--- src/rtl/hdlc_tx_pkg.sv ---
package hdlc_tx_pkg;
    typedef enum logic [1:0] {ST_IDLE, ST_DATA, ST_FCS} tx_state_e;

    localparam logic [7:0]  FLAG_OCTET = 8'h7E;
    localparam int          CRC_MAX_W  = 32;
    localparam logic [CRC_MAX_W-1:0] POLY16_REFL = 32'h0000_8408;
    localparam logic [CRC_MAX_W-1:0] POLY32_REFL = 32'hEDB8_8320;
    localparam int          STUFF_RUN  = 5;
    localparam int          OCTET_W    = 8;
    localparam int          BITCNT_W   = $clog2(OCTET_W);
endpackage

--- src/rtl/hdlc_crc_unit.sv ---
module hdlc_crc_unit
    import hdlc_tx_pkg::*;
(
    input  logic                 clk,
    input  logic                 rst_n,
    input  logic                 clr,
    input  logic                 wide,
    input  logic                 bit_vld,
    input  logic                 bit_in,
    output logic [CRC_MAX_W-1:0] crc_next
);
    logic [CRC_MAX_W-1:0] crc_q;
    logic [CRC_MAX_W-1:0] cur;
    logic                 fb;

    always_comb begin
        cur      = wide ? crc_q : {16'h0000, crc_q[15:0]};
        fb       = cur[0] ^ bit_in;
        crc_next = (cur >> 1) ^ (fb ? (wide ? POLY32_REFL : POLY16_REFL) : '0);
    end

    always_ff @(posedge clk or negedge rst_n) begin
        if (!rst_n)       crc_q <= '1;
        else if (clr)     crc_q <= '1;
        else if (bit_vld) crc_q <= crc_next;
    end
endmodule

--- src/rtl/hdlc_bit_shifter.sv ---
module hdlc_bit_shifter
    import hdlc_tx_pkg::*;
(
    input  logic               clk,
    input  logic               rst_n,
    input  logic               clr,
    input  logic               bit_en,
    input  logic [OCTET_W-1:0] load_byte,
    input  logic               load_stuff,
    input  logic               load_crc,
    output logic               tx_bit,
    output logic               last_bit,
    output logic               crc_vld,
    output logic               crc_bit
);
    logic [OCTET_W-1:0]  sr;
    logic [BITCNT_W-1:0] bit_cnt;
    logic [2:0]          ones;
    logic                cur_stuff;
    logic                cur_crc;
    logic                stuff_now;
    logic                shift_now;

    always_comb begin
        stuff_now = (ones == 3'(STUFF_RUN));
        shift_now = bit_en && !clr && !stuff_now;
        last_bit  = shift_now && (bit_cnt == BITCNT_W'(OCTET_W - 1));
        crc_vld   = shift_now && cur_crc;
        crc_bit   = sr[0];
    end

    always_ff @(posedge clk or negedge rst_n) begin
        if (!rst_n) begin
            sr        <= FLAG_OCTET;
            bit_cnt   <= '0;
            ones      <= '0;
            cur_stuff <= 1'b0;
            cur_crc   <= 1'b0;
            tx_bit    <= 1'b1;
        end else if (clr) begin
            sr        <= FLAG_OCTET;
            bit_cnt   <= '0;
            ones      <= '0;
            cur_stuff <= 1'b0;
            cur_crc   <= 1'b0;
            tx_bit    <= 1'b1;
        end else if (bit_en) begin
            if (stuff_now) begin
                tx_bit <= 1'b0;
                ones   <= '0;
            end else begin
                tx_bit  <= sr[0];
                ones    <= (cur_stuff && sr[0]) ? ones + 3'd1 : 3'd0;
                bit_cnt <= bit_cnt + 1'b1;
                if (last_bit) begin
                    sr        <= load_byte;
                    cur_stuff <= load_stuff;
                    cur_crc   <= load_crc;
                end else begin
                    sr <= {1'b0, sr[OCTET_W-1:1]};
                end
            end
        end
    end
endmodule

--- src/rtl/hdlc_tx_ctrl.sv ---
module hdlc_tx_ctrl
    import hdlc_tx_pkg::*;
(
    input  logic                 clk,
    input  logic                 rst_n,
    input  logic                 clr,
    input  logic                 take,
    input  logic                 msg_en,
    input  logic                 fcs_cmd,
    input  logic                 crc32,
    input  logic [OCTET_W-1:0]   tx_data,
    input  logic [CRC_MAX_W-1:0] crc_next,
    output logic [OCTET_W-1:0]   load_byte,
    output logic                 load_stuff,
    output logic                 load_crc,
    output logic                 crc_clr
);
    tx_state_e                    state, nxt;
    logic [CRC_MAX_W-OCTET_W-1:0] fcs_hold, hold_nxt;
    logic [1:0]                   fcs_left, left_nxt;
    logic [CRC_MAX_W-1:0]         fcs_word;

    // state register
    always_ff @(posedge clk or negedge rst_n) begin
        if (!rst_n) begin
            state    <= ST_IDLE;
            fcs_hold <= '0;
            fcs_left <= '0;
        end else if (clr) begin
            state    <= ST_IDLE;
            fcs_hold <= '0;
            fcs_left <= '0;
        end else if (take) begin
            state    <= nxt;
            fcs_hold <= hold_nxt;
            fcs_left <= left_nxt;
        end
    end

    // next state and octet selection
    always_comb begin
        fcs_word   = ~crc_next;
        nxt        = state;
        hold_nxt   = fcs_hold;
        left_nxt   = fcs_left;
        load_byte  = FLAG_OCTET;
        load_stuff = 1'b0;
        load_crc   = 1'b0;
        unique case (state)
            ST_IDLE: begin
                if (msg_en && !fcs_cmd) begin
                    load_byte  = tx_data;
                    load_stuff = 1'b1;
                    load_crc   = 1'b1;
                    nxt        = ST_DATA;
                end
            end
            ST_DATA: begin
                if (fcs_cmd) begin
                    load_byte  = fcs_word[OCTET_W-1:0];
                    load_stuff = 1'b1;
                    hold_nxt   = fcs_word[CRC_MAX_W-1:OCTET_W];
                    left_nxt   = crc32 ? 2'd3 : 2'd1;
                    nxt        = ST_FCS;
                end else if (msg_en) begin
                    load_byte  = tx_data;
                    load_stuff = 1'b1;
                    load_crc   = 1'b1;
                end else begin
                    nxt = ST_IDLE;
                end
            end
            ST_FCS: begin
                if (fcs_left != 2'd0) begin
                    load_byte  = fcs_hold[OCTET_W-1:0];
                    load_stuff = 1'b1;
                    hold_nxt   = fcs_hold >> OCTET_W;
                    left_nxt   = fcs_left - 2'd1;
                end else begin
                    nxt = ST_IDLE;
                end
            end
            default: nxt = ST_IDLE;
        endcase
        crc_clr = take && (nxt == ST_IDLE);
    end
endmodule

--- src/rtl/hdlc_tx_serializer.sv ---
module hdlc_tx_serializer
    import hdlc_tx_pkg::*;
(
    input  logic       clk,
    input  logic       rst_n,
    input  logic       cfg_enable,
    input  logic       cfg_crc32,
    input  logic       cfg_loopback,
    input  logic       bit_en,
    input  logic       msg_en,
    input  logic       fcs_cmd,
    input  logic [7:0] tx_data,
    output logic       byte_req,
    output logic       tx_bit,
    output logic       lb_bit
);
    logic                 off;
    logic                 last_bit;
    logic                 crc_vld;
    logic                 crc_bit;
    logic                 crc_clr;
    logic [CRC_MAX_W-1:0] crc_next;
    logic [OCTET_W-1:0]   load_byte;
    logic                 load_stuff;
    logic                 load_crc;

    assign off      = !cfg_enable;
    assign byte_req = last_bit;
    assign lb_bit   = cfg_loopback ? tx_bit : 1'b1;

    hdlc_bit_shifter u_shift (
        .clk        (clk),
        .rst_n      (rst_n),
        .clr        (off),
        .bit_en     (bit_en),
        .load_byte  (load_byte),
        .load_stuff (load_stuff),
        .load_crc   (load_crc),
        .tx_bit     (tx_bit),
        .last_bit   (last_bit),
        .crc_vld    (crc_vld),
        .crc_bit    (crc_bit)
    );

    hdlc_tx_ctrl u_ctrl (
        .clk        (clk),
        .rst_n      (rst_n),
        .clr        (off),
        .take       (last_bit),
        .msg_en     (msg_en),
        .fcs_cmd    (fcs_cmd),
        .crc32      (cfg_crc32),
        .tx_data    (tx_data),
        .crc_next   (crc_next),
        .load_byte  (load_byte),
        .load_stuff (load_stuff),
        .load_crc   (load_crc),
        .crc_clr    (crc_clr)
    );

    hdlc_crc_unit u_crc (
        .clk      (clk),
        .rst_n    (rst_n),
        .clr      (crc_clr || off),
        .wide     (cfg_crc32),
        .bit_vld  (crc_vld),
        .bit_in   (crc_bit),
        .crc_next (crc_next)
    );
endmodule

--- config.mk ---
export PLATFORM = sky130hd
export DESIGN_NAME = hdlc_tx_serializer
export DESIGN_NICKNAME = d
export VERILOG_FILES = /design/src/rtl/hdlc_tx_pkg.sv /design/src/rtl/hdlc_crc_unit.sv /design/src/rtl/hdlc_bit_shifter.sv /design/src/rtl/hdlc_tx_ctrl.sv /design/src/rtl/hdlc_tx_serializer.sv
export SDC_FILE = /design/constraint.sdc
export NUM_CORES = 1
export LEC_CHECK = 0
export BUFFER_PORTS_ARGS = -buffer_cell sky130_fd_sc_hd__buf_2
export CAP_MARGIN = 20
export CORE_MARGIN = 8
export CORE_UTILIZATION = 50
export CTS_CLUSTER_SIZE = 14
export DETAILED_ROUTE_END_ITERATION = 10
export PLACE_DENSITY = 0.67
export SETUP_SLACK_MARGIN = 0.05
export SLEW_MARGIN = 20
export SYNTH_ARGS = -nofsm -noshare
export SYNTH_HDL_FRONTEND = slang
export SYNTH_SLANG_ARGS = --single-unit
--- constraint.sdc ---
create_clock -name clk -period 3.5 [get_ports clk]
set_clock_uncertainty 0.1 [all_clocks]
set_input_delay 0.7 -clock clk [delete_from_list [all_inputs] [get_ports clk]]
set_output_delay 0.7 -clock clk [all_outputs]
set_load 0.03 [all_outputs]
# Yosys cells after proc, flatten, opt, wreduce, memory -nomap -nowiden

Cells that the tools add are included.

Register bits: 77
Bits of input ports: 16
Output and inout port bits: 3
Logic and storage cells: 102

$add $sub $neg: 3
Equal/unequal tests: 10
Multiplexer cells: 58
Bitwise gates (word level): 3
Reductions and logical operators: 18

Operators with widths:

| operator                                               | count |
|---|---|
| 2-to-1 mux 32 bit                                      | 5 |
| 2-to-1 mux 24 bit                                      | 4 |
| 2-to-1 mux 8 bit                                       | 8 |
| one-hot mux 24 bit (2 select lines)                    | 1 |
| inverter 32 bit                                        | 1 |
| bitwise XOR 31 x 32 -> 32 bit                          | 1 |
| one-hot mux 8 bit (3 select lines)                     | 1 |
| 2-to-1 mux 2 bit                                       | 11 |
| 2-to-1 mux 3 bit                                       | 7 |
| 2-to-1 mux 1 bit                                       | 17 |
| logical AND 1 bit                                      | 7 |
| adder 3 x 1 -> 3 bit (second input constant)           | 2 |
| == test 3 bit (second input constant)                  | 2 |
| one-hot mux 2 bit (3 select lines)                     | 1 |
| zero test 2 bit                                        | 2 |
| inequality test 2 x 1 -> 1 bit (second input constant) | 2 |
| one-hot mux 2 bit (2 select lines)                     | 1 |
| AND reduction 4 bit                                    | 1 |
| nonzero test 2 bit                                     | 2 |
| zero test 1 bit                                        | 3 |
| inequality test 3 x 1 -> 1 bit (second input constant) | 1 |
| inequality test 3 x 2 -> 1 bit (second input constant) | 1 |
| inequality test 3 bit (second input constant)          | 1 |
| one-hot mux 1 bit (3 select lines)                     | 1 |
| other kinds (9)                                        | 9 |

# Logic depth before layout (Yosys ltp)

Depth in word-level cells: 11
Depth in mapped cells: 8
Gate-level depth less buffers: 7

# Modules after synthesis

Synthesis repeated with hierarchy kept, for this count alone.

Cells, all modules: 440
Area total of the unflattened synthesis: 4,305.4 um^2

By module, submodules not included:

| module             | instances | cells each | area each (um^2) | seq. area each (um^2) |
|---|---|---|---|---|
| hdlc_crc_unit      | 1         | 182        | 1,866.8          | 840.8 |
| hdlc_tx_ctrl       | 1         | 174        | 1,555.2          | 700.7 |
| hdlc_bit_shifter   | 1         | 81         | 867.1            | 434.2 |
| hdlc_tx_serializer | 1         | 3          | 16.3             | 0.0 |

# Worst setup path after synthesis

Ideal clock, no wire load.

Kind: input port to output port
Start point: in bit_en
End point: out byte_req
Data arrival time: 1,294 ps
Required time: 2,700 ps
Slack: 1,406 ps
Stages on the path: 3
Path buffers: 0
Cell sequence: a21boi_4 > nand3_2 > inv_2

Word-level cells in the longest chain between the ends: 3

RTL lines:

| item                           | RTL line                 | text |
|---|---|---|
| start, declared                | hdlc_tx_serializer.sv:9  | `input logic bit_en,` |
| logical AND 1 bit (2 in a row) | hdlc_bit_shifter.sv:26   | `shift_now = bit_en && !clr && !stuff_now;` |
| logical AND 1 bit              | hdlc_bit_shifter.sv:27   | `last_bit = shift_now && (bit_cnt == BITCNT_W'(OCTET_W - 1));` |
| end, declared                  | hdlc_tx_serializer.sv:13 | `output logic byte_req,` |

Every way passes these cells.

# Worst setup path after layout

Start point: reg u_shift.bit_cnt[0]
End point: out byte_req

Word-level cells in the longest chain between the ends: 2

RTL lines:

| item                   | RTL line               | text |
|---|---|---|
| start, declared        | hdlc_bit_shifter.sv:17 | `logic [BITCNT_W-1:0] bit_cnt;` |
| start signal, assigned | hdlc_bit_shifter.sv:54 | `bit_cnt <= bit_cnt + 1'b1;` |
| == test 3 bit          | hdlc_bit_shifter.sv:27 |  |
| logical AND 1 bit      | hdlc_bit_shifter.sv:27 |  |

Every way passes these cells.

==> metrics.txt <==
final weighted congestion in routability-driven placement=0.851; maximum clock rate=0.362 GHz; count of pins on the block boundary=19; number of global-route vias before repair=2995; max-slew violation count=0; later-pin clock latency in the skew report=0.35 ns; share of cell area taken by muxes after synthesis=2.54%; net count after synthesis=412; share of cells above drive strength 1=23.8%; Total Routing Usage GR=17.5%; Critical Path Most Common Cell=sky130_fd_sc_hd__ha_1; category of the critical setup timing path=register to output pin; adder-cell share of the synthesized area=1.58%; area delta synth->final=8.34%; final cycle utilization of the critical path=78.9%; LEAKAGE=1.93 nW; largest stage delay on the critical path=0.43 ns; global-route wire length before repair=15.5 mm; TritonCTS Buffers=9; final wirelength=9.21 mm; Die Y=105 um; Synth Area in Simple Gates=17.3%; total gr overflow=0; Worst-Margin Slew=1.02 ns; endpoint type of the worst setup path=output pin; cell with the biggest individual delay on the critical path=sky130_fd_sc_hd__ha_1; worst IR drop on VDD=207 uV; Hold/Removal Path Class=primary input to async pin; Pre-Repair DR Iteration Count=4; filler cell count=694; share of the synthesized area in compound gates (AO/OA/AOI/OAI)=19.7%; r2r endpoint=u_ctrl.fcs_left[1]$_DFFE_PN0P_; tightest slew margin relative to the limit=31.3%; total of flip-flops plus latches after synthesis=77; kind of start point of the critical path=register; Arr. time, crit path=1.96 ns; switching power total=0.000428 W; Unique masters post-synth=59; Yosys warnings=0; Gate power share=7.9%; effective utilization at floorplan=51.4%; area of the mapped netlist=0.00395 sq mm; Core Util, Final=55.6%; Inserted Diodes=0; sequential-to-total area share from yosys stat=50.0%; port buffer count=18; MaxCap Viol Count=0; Fin Setup TNS=0 ns; clock share of power=38.5%; hold-fix buffer count after cts=0; setup repair after global routing missed its margin=false; Buf+Inv Stages, Crit Path=2; XOR/XNOR Fraction of Synth Area=4.37%; run status=finished clean; fin crit period=2.76 ns; Net Sw Frac=24.9%; Post-CTS Resized=0; Detail Route met2 WL=4.28 mm; maximum number of pins on one net before global-route repair=78; Syn Area/Cell=10.1 sq um; total setup violations reported at the end of the flow=0; DRT iter0 DRCs=171; maximum fanout along the worst path=12; combinational family with the most area after synthesis=compound AO/OA/AOI/OAI gates; number of cells on the worst reg-to-reg path=5; worst path cell trace=ha_1 > ha_1 > nand3_2 > inv_2 > buf_2; Internal Power=0.00129 W; initial antenna violation count=0; total routed wire length on the met1 layer=4.28 mm; Avg WL per Cell=18.2 um; Std-Cell Core Area=0.00769 sq mm; clk sinks=77; power per unit of standard cell area=402 mW/mm^2; # DRC=0; number of hold violations in the final report=0; data required time at the worst endpoint=2.70 ns; clock tree from TritonCTS=done; highest metal layer with signal wires=met4; Post-synth EDFFs=0; post-synthesis cell count=391; kind of cell adding the most delay to the critical path=adder cells; final antenna-violating net count=0; post-DR vias/cell=6.03; sequential power share=53.5%; post-CTS setup buffer count=0; routed wl met3=452 um; Top FF cell, synth=sky130_fd_sc_hd__dfstp_2; floorplan row count=32; maximum clock insertion buffer count=2; fraction of registers with async set/reset=100%; number of vias after detailed routing=3045; clock transition at the registers of the reported paths=0.08 ns; reg2reg setup slack=1.08 ns; H-Tree Depth=3; net count reported at finish=419; die extent in x=105 um; root buf cell=sky130_fd_sc_hd__clkbuf_8; source of the worst register-to-register timing path=u_shift.bit_cnt[0]$_DFFE_PN0P_; Die Footprint=0.0110 sq mm; HPWL after detailed placement=6.30 mm
==> worst max-delay path by stage <==
stage	from	endpoint	slack (ns)	cells past startpoint
global route	u_shift.bit_cnt[0]$_DFFE_PN0P_	byte_req	0.59	5
detailed placement	cfg_enable	byte_req	1.0	4
CTS	u_shift.bit_cnt[0]$_DFFE_PN0P_	byte_req	0.72	5
floorplan	bit_en	byte_req	1.41	3
global placement	cfg_enable	byte_req	1.03	4
finish	u_shift.bit_cnt[0]$_DFFE_PN0P_	byte_req	0.74	5
==> kinds of logic (layout without fill, tap and decap cells) <==
| logic type | count (synthesis) | count (layout) |
|---|---|---|
| and+or+nand+nor | 139 | 139 |
| AOI/OAI and AO/OA | 107 | 107 |
| DFF | 77 | 77 |
| buffers and inverters | 39 | 51 |
| xor gates and xnor gates | 15 | 15 |
| muxes | 9 | 9 |
| adders and majority gates | 5 | 5 |
==> power groups by stage <==
stage,Combinational (W),Clock [W],Sequential (W)
3_3_place_gp,0.000135,0,0.000936
3_5_place_dp,0.000137,0,0.000936
6_report,0.000136,0.000663,0.000921
5_1_grt,0.000152,0.000718,0.000923
4_1_cts,0.000138,0.000680,0.000921
2_1_floorplan,0.0000854,0,0.000933
==> synth_stat cells, types with 5 or more instances <==
| cell | number | share of area [%] |
|---|---|---|
| sky130_fd_sc_hd__nand3_1 | 17 | 2.2 |
| sky130_fd_sc_hd__nand2_1 | 72 | 6.8 |
| sky130_fd_sc_hd__mux2_2 | 7 | 2.0 |
| sky130_fd_sc_hd__nand3b_1 | 8 | 1.5 |
| sky130_fd_sc_hd__clkbuf_1 | 20 | 1.9 |
| sky130_fd_sc_hd__dfrtp_1 | 38 | 24 |
| sky130_fd_sc_hd__nor2_1 | 10 | 0.95 |
| sky130_fd_sc_hd__a32oi_1 | 5 | 1.1 |
| sky130_fd_sc_hd__a21oi_1 | 16 | 2.0 |
| sky130_fd_sc_hd__o21ai_0 | 18 | 2.3 |
| sky130_fd_sc_hd__or3_1 | 5 | 0.79 |
| sky130_fd_sc_hd__a22o_1 | 12 | 2.7 |
| sky130_fd_sc_hd__dfstp_2 | 39 | 26 |
| sky130_fd_sc_hd__inv_1 | 9 | 0.86 |
| sky130_fd_sc_hd__o211ai_1 | 20 | 3.8 |
| sky130_fd_sc_hd__ha_1 | 5 | 1.6 |
| sky130_fd_sc_hd__xnor2_1 | 11 | 2.4 |
==> per-stage QoR <==
step                      hold WS [ns]  power (W)  cell area (sq um)  worst slack, ns  cells
after floorplan                  0.304    0.00102               3950             1.41    391
after global placement           0.380    0.00107               4090             1.03    489
after detailed placement         0.384    0.00107               4090            0.996    489
after CTS                        0.397    0.00174               4280            0.723    505
after global routing             0.411    0.00179               4280            0.593    505
final                            0.370    0.00172               4280            0.737    505
==> placed cells by master (no fill, tap or decap), types with 3 or more instances in the layout <==
cell type	n
sky130_fd_sc_hd__o211ai_1	20
sky130_fd_sc_hd__o21ai_0	18
sky130_fd_sc_hd__o21ai_1	4
sky130_fd_sc_hd__dfrtp_1	38
sky130_fd_sc_hd__nand3b_1	8
sky130_fd_sc_hd__a32oi_1	5
sky130_fd_sc_hd__o21a_1	4
sky130_fd_sc_hd__a221oi_1	3
sky130_fd_sc_hd__nand2_1	72
sky130_fd_sc_hd__a21oi_1	16
sky130_fd_sc_hd__dfstp_2	39
sky130_fd_sc_hd__ha_1	5
sky130_fd_sc_hd__a221o_1	4
sky130_fd_sc_hd__xnor3_1	3
sky130_fd_sc_hd__and3_1	4
sky130_fd_sc_hd__xnor2_1	11
sky130_fd_sc_hd__a22o_1	12
sky130_fd_sc_hd__nor2_1	10
sky130_fd_sc_hd__inv_1	9
sky130_fd_sc_hd__buf_4	8
sky130_fd_sc_hd__nor3b_1	4
sky130_fd_sc_hd__nand3_1	16
sky130_fd_sc_hd__and2_1	3
sky130_fd_sc_hd__buf_2	17
sky130_fd_sc_hd__clkbuf_8	9
sky130_fd_sc_hd__nand2b_1	4
sky130_fd_sc_hd__mux2_2	7
sky130_fd_sc_hd__or3_1	5
sky130_fd_sc_hd__o311ai_0	3
==> sequential cells by signal, summed over array words and instances (netlist names) <==
signal             flops
u_ctrl.fcs_hold       24
u_shift.tx_bit         1
u_shift.ones           3
u_shift.cur_crc        1
u_crc.crc_q           32
u_shift.bit_cnt        3
u_ctrl.state           2
u_ctrl.fcs_left        2
u_shift.cur_stuff      1
u_shift.sr             8
==> layer usage <==
| layer | vias to the layer above | track usage, % |
|---|---|---|
| li1 | 1425 | - |
| met1 | 1523 | 23.2 |
| met2 | 83 | 26.7 |
| met3 | 14 | 4.67 |
| met4 | 0 | 6.93 |
| met5 | - | 0 |
==> layout make-up <==
type / instances / area, sq um / share of cell area [%]
clock buffer: 11 / 131 / 3.07
clock inverter: 5 / 60.1 / 1.40
inverter: 10 / 37.5 / 0.878
multi-input combinational: 275 / 1800 / 42.1
sequential: 77 / 1980 / 46.2
tap: 102 / 128 / 2.98
timing repair buffer: 25 / 145 / 3.39
No activity file was read; power rests on OpenSTA's default activity.
